File: src/rtl/adc_bus_pkg.sv
package adc_bus_pkg;
    localparam int BUS_W   = 8;
    localparam int ADDR_W  = 5;

    typedef enum logic [1:0] {
        PH_IDLE = 2'd0,
        PH_ACQ  = 2'd1,
        PH_CONV = 2'd2
    } phase_e;

    // Field order mirrors the bus bit positions: [7] left, [6] res8, [5] sgn, [4:0] addr
    typedef struct packed {
        logic              left;
        logic              res8;
        logic              sgn;
        logic [ADDR_W-1:0] addr;
    } cfg_t;
endpackage

File: src/rtl/adc_strobe_edges.sv
module adc_strobe_edges (
    input  logic clk,
    input  logic rst_n,
    input  logic cs_n,
    input  logic wr_n,
    input  logic rd_n,
    output logic wr_act,
    output logic rd_act,
    output logic wr_end,
    output logic rd_end
);
    typedef struct packed {
        logic wr;
        logic rd;
    } edg_s;

    edg_s edg_d, edg_q;

    always_comb begin
        wr_act   = !cs_n && !wr_n;
        rd_act   = !cs_n && !rd_n;
        edg_d.wr = wr_act;
        edg_d.rd = rd_act;
        wr_end   = edg_q.wr && !wr_act;
        rd_end   = edg_q.rd && !rd_act;
    end

    always_ff @(posedge clk or negedge rst_n) begin
        if (!rst_n) edg_q <= '0;
        else        edg_q <= edg_d;
    end

    AST_CS_BLOCKS_WRITE: assert property (@(posedge clk) disable iff (!rst_n)
        (cs_n && !edg_q.wr) |=> !wr_end) else $error("cs gate");
endmodule

File: src/rtl/adc_phase_timer.sv
module adc_phase_timer #(
    parameter int ACQ_CYC  = 6,
    parameter int CONV_HI  = 22,
    parameter int CONV_LO  = 18
) (
    input  logic clk,
    input  logic rst_n,
    input  logic start,
    input  logic res8,
    output logic capture,
    output logic done,
    output logic busy
);
    import adc_bus_pkg::*;

    localparam int MAXC = (ACQ_CYC > CONV_HI) ? ACQ_CYC : CONV_HI;
    localparam int CW   = $clog2(MAXC + 1);

    typedef struct packed {
        phase_e        ph;
        logic [CW-1:0] cnt;
    } tmr_s;

    tmr_s tmr_d, tmr_q;
    logic [CW-1:0] conv_last;

    always_comb begin
        tmr_d     = tmr_q;
        capture   = 1'b0;
        done      = 1'b0;
        conv_last = res8 ? CW'(CONV_LO - 1) : CW'(CONV_HI - 1);
        case (tmr_q.ph)
            PH_ACQ: begin
                if (tmr_q.cnt == CW'(ACQ_CYC - 1)) begin
                    capture   = 1'b1;
                    tmr_d.ph  = PH_CONV;
                    tmr_d.cnt = '0;
                end else begin
                    tmr_d.cnt = tmr_q.cnt + 1'b1;
                end
            end
            PH_CONV: begin
                if (tmr_q.cnt == conv_last) begin
                    done      = 1'b1;
                    tmr_d.ph  = PH_IDLE;
                    tmr_d.cnt = '0;
                end else begin
                    tmr_d.cnt = tmr_q.cnt + 1'b1;
                end
            end
            default: begin
                tmr_d.ph  = PH_IDLE;
                tmr_d.cnt = '0;
            end
        endcase
        if (start) begin
            capture   = 1'b0;
            done      = 1'b0;
            tmr_d.ph  = PH_ACQ;
            tmr_d.cnt = '0;
        end
        busy = (tmr_q.ph != PH_IDLE);
    end

    always_ff @(posedge clk or negedge rst_n) begin
        if (!rst_n) tmr_q <= '{ph: PH_IDLE, cnt: '0};
        else        tmr_q <= tmr_d;
    end

    AST_ACQ_WINDOW: assert property (@(posedge clk) disable iff (!rst_n)
        (tmr_q.ph == PH_ACQ) |-> (tmr_q.cnt < CW'(ACQ_CYC))) else $error("acq");
    AST_CONV_WINDOW: assert property (@(posedge clk) disable iff (!rst_n)
        (tmr_q.ph == PH_CONV) |-> (tmr_q.cnt <= conv_last)) else $error("conv");
    AST_RESTART: assert property (@(posedge clk) disable iff (!rst_n)
        start |=> (busy && !done)) else $error("restart");
endmodule

File: src/rtl/adc_result_fmt.sv
module adc_result_fmt #(
    parameter int RES_W = 10,
    parameter int BUS_W = 8
) (
    input  logic [RES_W-1:0] code,
    input  logic             sgn,
    input  logic             res8,
    input  logic             left,
    input  logic             lo_sel,
    output logic [BUS_W-1:0] byte_out
);
    localparam int WORD_W = 2 * BUS_W;
    localparam int PAD_W  = WORD_W - RES_W;

    logic [RES_W-1:0]  val;
    logic [WORD_W-1:0] word;

    always_comb begin
        val = sgn ? (code ^ (RES_W'(1) << (RES_W - 1))) : code;
        if (left) word = {val, {PAD_W{1'b0}}};
        else      word = {{PAD_W{sgn & val[RES_W-1]}}, val};
        if (res8)        byte_out = val[RES_W-1 -: BUS_W];
        else if (lo_sel) byte_out = word[BUS_W-1:0];
        else             byte_out = word[WORD_W-1 -: BUS_W];
    end
endmodule

File: src/rtl/adc_bus_seq.sv
module adc_bus_seq #(
    parameter int RES_W   = 10,
    parameter int ACQ_CYC = 6,
    parameter int CONV_HI = 22,
    parameter int CONV_LO = 18
) (
    input  logic                        clk,
    input  logic                        rst_n,
    input  logic                        cs_n,
    input  logic                        wr_n,
    input  logic                        rd_n,
    input  logic [adc_bus_pkg::BUS_W-1:0]  db_in,
    input  logic [RES_W-1:0]            samp_in,
    output logic [adc_bus_pkg::BUS_W-1:0]  db_out,
    output logic                        db_oe,
    output logic                        int_n,
    output logic [adc_bus_pkg::ADDR_W-1:0] mux_addr
);
    import adc_bus_pkg::*;

    typedef struct packed {
        cfg_t             hold;
        cfg_t             cfg;
        logic [RES_W-1:0] samp;
        logic             irq_n;
        logic             lo_sel;
    } top_s;

    top_s st_d, st_q;
    logic wr_act, rd_act, wr_end, rd_end;
    logic capture, done, busy;
    logic [BUS_W-1:0] fmt_byte;

    adc_strobe_edges u_edges (
        .clk    (clk),
        .rst_n  (rst_n),
        .cs_n   (cs_n),
        .wr_n   (wr_n),
        .rd_n   (rd_n),
        .wr_act (wr_act),
        .rd_act (rd_act),
        .wr_end (wr_end),
        .rd_end (rd_end)
    );

    adc_phase_timer #(
        .ACQ_CYC (ACQ_CYC),
        .CONV_HI (CONV_HI),
        .CONV_LO (CONV_LO)
    ) u_timer (
        .clk     (clk),
        .rst_n   (rst_n),
        .start   (wr_end),
        .res8    (st_q.cfg.res8),
        .capture (capture),
        .done    (done),
        .busy    (busy)
    );

    adc_result_fmt #(
        .RES_W (RES_W),
        .BUS_W (BUS_W)
    ) u_fmt (
        .code     (st_q.samp),
        .sgn      (st_q.cfg.sgn),
        .res8     (st_q.cfg.res8),
        .left     (st_q.cfg.left),
        .lo_sel   (st_q.lo_sel),
        .byte_out (fmt_byte)
    );

    always_comb begin
        st_d = st_q;
        if (wr_act)  st_d.hold = cfg_t'(db_in);
        if (wr_end)  st_d.cfg  = st_q.hold;
        if (capture) st_d.samp = samp_in;

        if (wr_end)      st_d.irq_n = 1'b1;
        else if (done)   st_d.irq_n = 1'b0;
        else if (rd_act) st_d.irq_n = 1'b1;

        if (wr_end || done)             st_d.lo_sel = 1'b0;
        else if (rd_end && !st_q.cfg.res8) st_d.lo_sel = !st_q.lo_sel;

        db_oe    = rd_act;
        db_out   = rd_act ? fmt_byte : '0;
        int_n    = st_q.irq_n;
        mux_addr = st_q.cfg.addr;
    end

    always_ff @(posedge clk or negedge rst_n) begin
        if (!rst_n) begin
            st_q       <= '0;
            st_q.irq_n <= 1'b1;
        end else begin
            st_q <= st_d;
        end
    end

    AST_READ_CLEARS: assert property (@(posedge clk) disable iff (!rst_n)
        (rd_act && !done) |=> int_n) else $error("read clear");
    AST_OE_GATED: assert property (@(posedge clk) disable iff (!rst_n)
        cs_n |-> (!db_oe && db_out == '0)) else $error("oe gate");
    AST_ADDR_HOLD: assert property (@(posedge clk) disable iff (!rst_n)
        !wr_end |=> $stable(mux_addr)) else $error("addr hold");
    AST_IRQ_ONLY_ON_DONE: assert property (@(posedge clk) disable iff (!rst_n)
        $fell(int_n) |-> (!busy && $past(busy))) else $error("irq");
    AST_NEW_WRITE_RAISES: assert property (@(posedge clk) disable iff (!rst_n)
        wr_end |=> (int_n && busy)) else $error("new write");
endmodule

File: config.mk
export PLATFORM = sky130hd
export DESIGN_NAME = adc_bus_seq
export DESIGN_NICKNAME = d
export VERILOG_FILES = /design/src/rtl/adc_bus_pkg.sv /design/src/rtl/adc_strobe_edges.sv /design/src/rtl/adc_phase_timer.sv /design/src/rtl/adc_result_fmt.sv /design/src/rtl/adc_bus_seq.sv
export SDC_FILE = /design/constraint.sdc
export NUM_CORES = 1
export LEC_CHECK = 0
export CORE_UTILIZATION = 27
export CTS_CLUSTER_DIAMETER = 50
export DETAILED_ROUTE_END_ITERATION = 7
export PLACE_DENSITY_LB_ADDON = 0.15
export SLEW_MARGIN = 20
export SYNTH_ARGS = -nofsm -noshare
export SYNTH_HDL_FRONTEND = slang
export SYNTH_SLANG_ARGS = --single-unit
export TNS_END_PERCENT = 100
File: constraint.sdc
create_clock -name clk -period 2.1 [get_ports clk]
set_input_delay 0.315 -clock clk [delete_from_list [all_inputs] [get_ports clk]]
set_output_delay 0.315 -clock clk [all_outputs]
set_load 0.05 [all_outputs]
After elaboration in Yosys (flattened, before gate mapping)
Index checks and enable logic that the tools add are counted.

$add $sub $neg: 1. Equal/unequal tests: 6. Muxes and demuxes: 23. Bitwise gates (word level): 2. Reductions and logical operators: 16.

Operators with widths (number): $mux W8 (3); $mux W16 (1); $pmux W7 S2 (1); $mux W1 (11); $mux W10 (1); $mux W5 (2); $logic_not A1 Y1 (7); $mux W7 (1); $ne A3 B2 Y1 const B (2); $add A5 B1 Y5 const B (1); $eq A5 B3 Y1 const B (1); $eq A5 B5 Y1 (1); $logic_and A1 B1 Y1 (5); $mux W2 (2); $mux W3 (1); $reduce_bool A3 Y1 (1); $eq A2 B1 Y1 const B (1); $eq A2 B2 Y1 const B (1); $reduce_and A2 Y1 (1); $reduce_bool A2 Y1 (1); $and A1 B1 Y1 (1); $logic_or A1 B1 Y1 (1); $not A1 Y1 (1).

Bits in registers: 37. Input bits: 23. Output and inout bits: 15. Logic and storage cells: 63.

Depth between registers and ports, before layout
Gate-level depths: netlist (run 1).

Depth after elaboration: 7. Gate-level depth with buffers: 5. Mapped depth without buffers: 5.

Cells and area by module
A second synthesis (run 1) with hierarchy kept.

Cells, all modules: 155. Area, all modules: 1970.6 sq um.

Modules (own cells, without submodules): adc_bus_seq (times used 1, cells each 75, area an instance 1247.4 sq um, sequential area each 701.9 sq um); adc_phase_timer (times used 1, cells each 44, area an instance 425.4 sq um, sequential area each 175.2 sq um); adc_result_fmt (times used 1, cells each 30, area an instance 225.2 sq um, sequential area each 0.0 sq um); adc_strobe_edges (times used 1, cells each 6, area an instance 72.6 sq um, sequential area each 50.0 sq um).

Worst setup path before layout (run 1)
Ideal clock, no wire load.

Path kind: input to output. Start point: input rd_n. End point: output db_out[1] in the netlist's numbering. Arrival time: 2688 ps. Data required time: 1785 ps. Slack: -903 ps. Cell stages on the path: 3. Buffers on the path: 0. Path through: nor2_1 o21ai_0 a311oi_1.

Word-level cells in the longest chain between the ends: 3.

RTL lines: from (decl) (RTL line adc_bus_seq.sv:11) `input logic rd_n,`; $logic_not A1 Y1 (RTL line adc_strobe_edges.sv:21) `rd_act = !cs_n && !rd_n;`; $logic_and A1 B1 Y1 (RTL line adc_strobe_edges.sv:21); $mux W8 (RTL line adc_bus_seq.sv:86) `db_out = rd_act ? fmt_byte : '0;`; to (decl) (RTL line adc_bus_seq.sv:14) `output logic [adc_bus_pkg::BUS_W-1:0] db_out,`.

Every way passes these cells.

Final worst setup path (run 1)
Start point: register st_q[11] in the netlist's numbering. End point: output db_out[2] in the netlist's numbering.

Word-level cells in the longest chain between the ends: 7.

RTL lines: from (decl) (RTL line adc_bus_seq.sv:29) `top_s st_d, st_q;`; from (signal assigned) (RTL line adc_bus_seq.sv:96) `st_q <= st_d;`; $not A1 Y1 (no source line); $mux W10 (*) (RTL line adc_result_fmt.sv:19) `val = sgn ? (code ^ (RES_W'(1) << (RES_W - 1))) : code;`; $and A1 B1 Y1 (*) (RTL line adc_result_fmt.sv:21) `else word = {{PAD_W{sgn & val[RES_W-1]}}, val};`; $mux W16 (*) (RTL line adc_result_fmt.sv:20) `if (left) word = {val, {PAD_W{1'b0}}};`; $mux W8 (*) (RTL line adc_result_fmt.sv:23) `else if (lo_sel) byte_out = word[BUS_W-1:0];`; $mux W8 (*) (RTL line adc_result_fmt.sv:22) `if (res8) byte_out = val[RES_W-1 -: BUS_W];`; $mux W8 (*) (RTL line adc_bus_seq.sv:86).

Mark *: on every way between the ends. The rest lies on a longest branch, timed or not.

==> results of run 1 <==
flip-flops by register name, summed over array words and instances, names as in the netlist:
register and flops:
u_timer.tmr_q 7, mux_addr 5, u_edges.edg_q 2, int_n 1
st_q 22
report_power, final:
| group | leakage (µW) | total, µW | switching [µW] | internal, µW |
|---|---|---|---|---|
| logic | 0.000489 | 579 | 315 | 263 |
| registers | 0.000474 | 862 | 75.7 | 786 |
| clock network | 0.0000439 | 486 | 257 | 229 |
| total | 0.00101 | 1930 | 648 | 1280 |
logic make-up after synthesis:
family                   Yosys count  share of synthesized area
flip-flops                        37                      0.515
AO/OA/AOI/OAI                     30                      0.111
XOR/XNOR                           4                     0.0195
adder cells (fa/ha/maj)            5                     0.0347
buffers and inverters             14                     0.0410
multiplexers                      26                      0.163
AND/OR/NAND/NOR                   35                      0.116
stage by stage:
step            util  instances
6_report       0.389        272
2_1_floorplan      -        151
4_1_cts        0.386        271
3_3_place_gp   0.370        263
3_5_place_dp   0.370        263
5_1_grt        0.389        272
final cells by class:
cell class / instances / area share
Clock buffer: 5 / 0.0277
Sequential cell: 37 / 0.373
Clock inverter: 3 / 0.00705
Tap cell: 77 / 0.0388
Multi-Input combinational cell: 100 / 0.340
Timing Repair Buffer: 44 / 0.204
Inverter: 6 / 0.00906
worst max-delay path, delay by kind of cell (launching register included):
family                     cells  cell delay, ps
AOI/OAI and AO/OA              2             390
DFF                            1             360
adders and majority gates      1             220
buffers and inverters          3             420
metal layers:
metal | vias to the layer above | GRT usage | part of all wire
li1 | 624 | - | -
met1 | 621 | 0.143 | 0.45
met2 | 48 | 0.189 | 0.47
met3 | 7 | 0.0336 | 0.062
met4 | 0 | 0.0447 | 0.016
met5 | - | 0 | 0
worst max-delay path by stage:
| stage | endpoint | cells after the start |
|---|---|---|
| after floorplan | db_out[2] | 3 |
| after global placement | db_out[1] | 5 |
| after detailed placement | db_out[1] | 5 |
| after CTS | db_out[2] | 3 |
| after global routing | db_out[7] | 6 |
| final | db_out[2] | 6 |
placed cells by master, fill, tap and decap left out, types with 6 or more instances in the layout:
master           synthesis  final
o21ai_0                  8      8
mux2_2                  26     26
a211oi_1                 8      8
clkdlybuf4s50_1          0     27
a21oi_1                  6      6
buf_4                    5      7
dfrtp_1                 36     35
inv_1                    6      6
nand2_1                  6      6
buf_12                   0      9
timing repair:
item	4_1_cts	5_1_grt
setup endpoints to repair	6	7
pin swaps	1	1
gates cloned	0	0
endpoints found under the hold margin	0	0
hold buffers	0	0
buffers inserted	0	1
gates resized for setup	2	4
==> impl_metrics.toml, run 1 <==
[run_status]
outcome = "finished clean"

[layout]
design_area_mm2 = 0.00249
drive_above_1_share = 0.328
nets = 222
area_delta_synth_final_pct = 38.1
antenna_cells = 0
multi_input_area_um2 = 845
nFillCells = 618
register_area_um2 = 928

[power]
ir_drop_mv = 0.408
p_per_area_mw_per_mm2 = 775
p_leak_uw = 0.00101
p_total_uw = 1930

[drt]
firstDrtPassIters = 4
route.detailed.drc = 0
num_vias = 1300
drt_iter0_drc = 51
wl_per_cell_um = 13.9
wirelength_um = 3770
avgViaCountPerCell = 4.78
final_antenna_net_count = 0

[setup_path]
cpPeakStageDelay_ps = 360
timing.rr.start = "st_q[18]"
cp_slowest_cell = "dfrtp_1"
startpoint_type = "register"
worstPathCellList = "inv_1 -> ha_1 -> o41ai_4 -> buf_4 -> a21oi_1 -> buf_12"
path_max_fanout = 6
rrSetupSlack_ps = 460
endpoint_kind = "output pin"
worstReg2RegEnd = "u_timer.tmr_q[2]"
path_class = "register to output pin"
arrival_ps = 1680
crit_required_ps = 1780
reg2reg_depth = 4
startpoint = "st_q[11]"

[logic_synthesis]
postSynthAreaPerCell_um2 = 11.9
synth_top_flop_cell = "dfrtp_1"
synth_commonest_cells = "dfrtp_1 (36), mux2_2 (26), a211oi_1 (8), o21ai_0 (8)"
seq_area_frac_synth = 0.515
synthTopCellsByArea = "dfrtp_1 (50%), mux2_2 (16%), ha_1 (3.5%), a211oi_1 (3.3%), o21ai_0 (2.2%)"
synth_most_common_cell = "dfrtp_1"
synth_top_area_cell = "dfrtp_1"
synth_nets = 179
async_flop_share = 1.00
ys_warn_count = 0
synth_edf_count = 0
synthesis.area_mm2 = 0.00180
yosys_register_bits = 37
synth_top_area_frac = 0.500
yosysUniqueCellTypes = 33
synthCells = 151

[clock_tree]
cts.sinks = 37
cts_buffer_depth = 2
cts.clk_slew.worst_paths_ps = 80
cts_buffers = 5
htree_levels = 2
cts_tree = "built"
clk_latency_ps = 290
root_buffer = "clkbuf_8"

[hold_path]
hold_path.class = "input pin to async pin"

[global_routing]
first_global_vias = 1375
gr-total-overflow = 0
antenna_found_initial = 0
grt_use_total = 0.116
grt_max_degree = 38
grt_pass1_wl_um = 6430

[floorplanning]
start_util = 0.282
die_w_um = 83.7
num_rows = 29
io_pins = 38
fp.coreArea_mm2 = 0.00639
chipHeight_um = 83.7
die_area_mm2 = 0.00700

[place]
gp_congestion = 0.718
dp_hpwl_um = 2760
pre_cts_ws_ps = 83.8
port_buffers = 37
placed_area_mm2 = 0.00236

[sta]
setup_ws_ps = 109
hold_slack_ps = 114
hold_viol_final = 0
timing.slew.headroom = 0.454
drv_slew = 0
period_needed_ps = 1990
tns_ps = 0
fmax_ghz = 0.502
worstMarginPinSlew_ps = 819
skew_ps = 5.10
finalSetupViolations = 0
period_share = 0.948

[run]
cap_violations = 0
Power figures use the tool's default switching activity.
==> run 2, diff against run 1 <==
- SLEW_MARGIN: 20 -> unset
==> results of run 2 <==
Same layout as run 1: the final DEF is identical, and so are final timing and power.
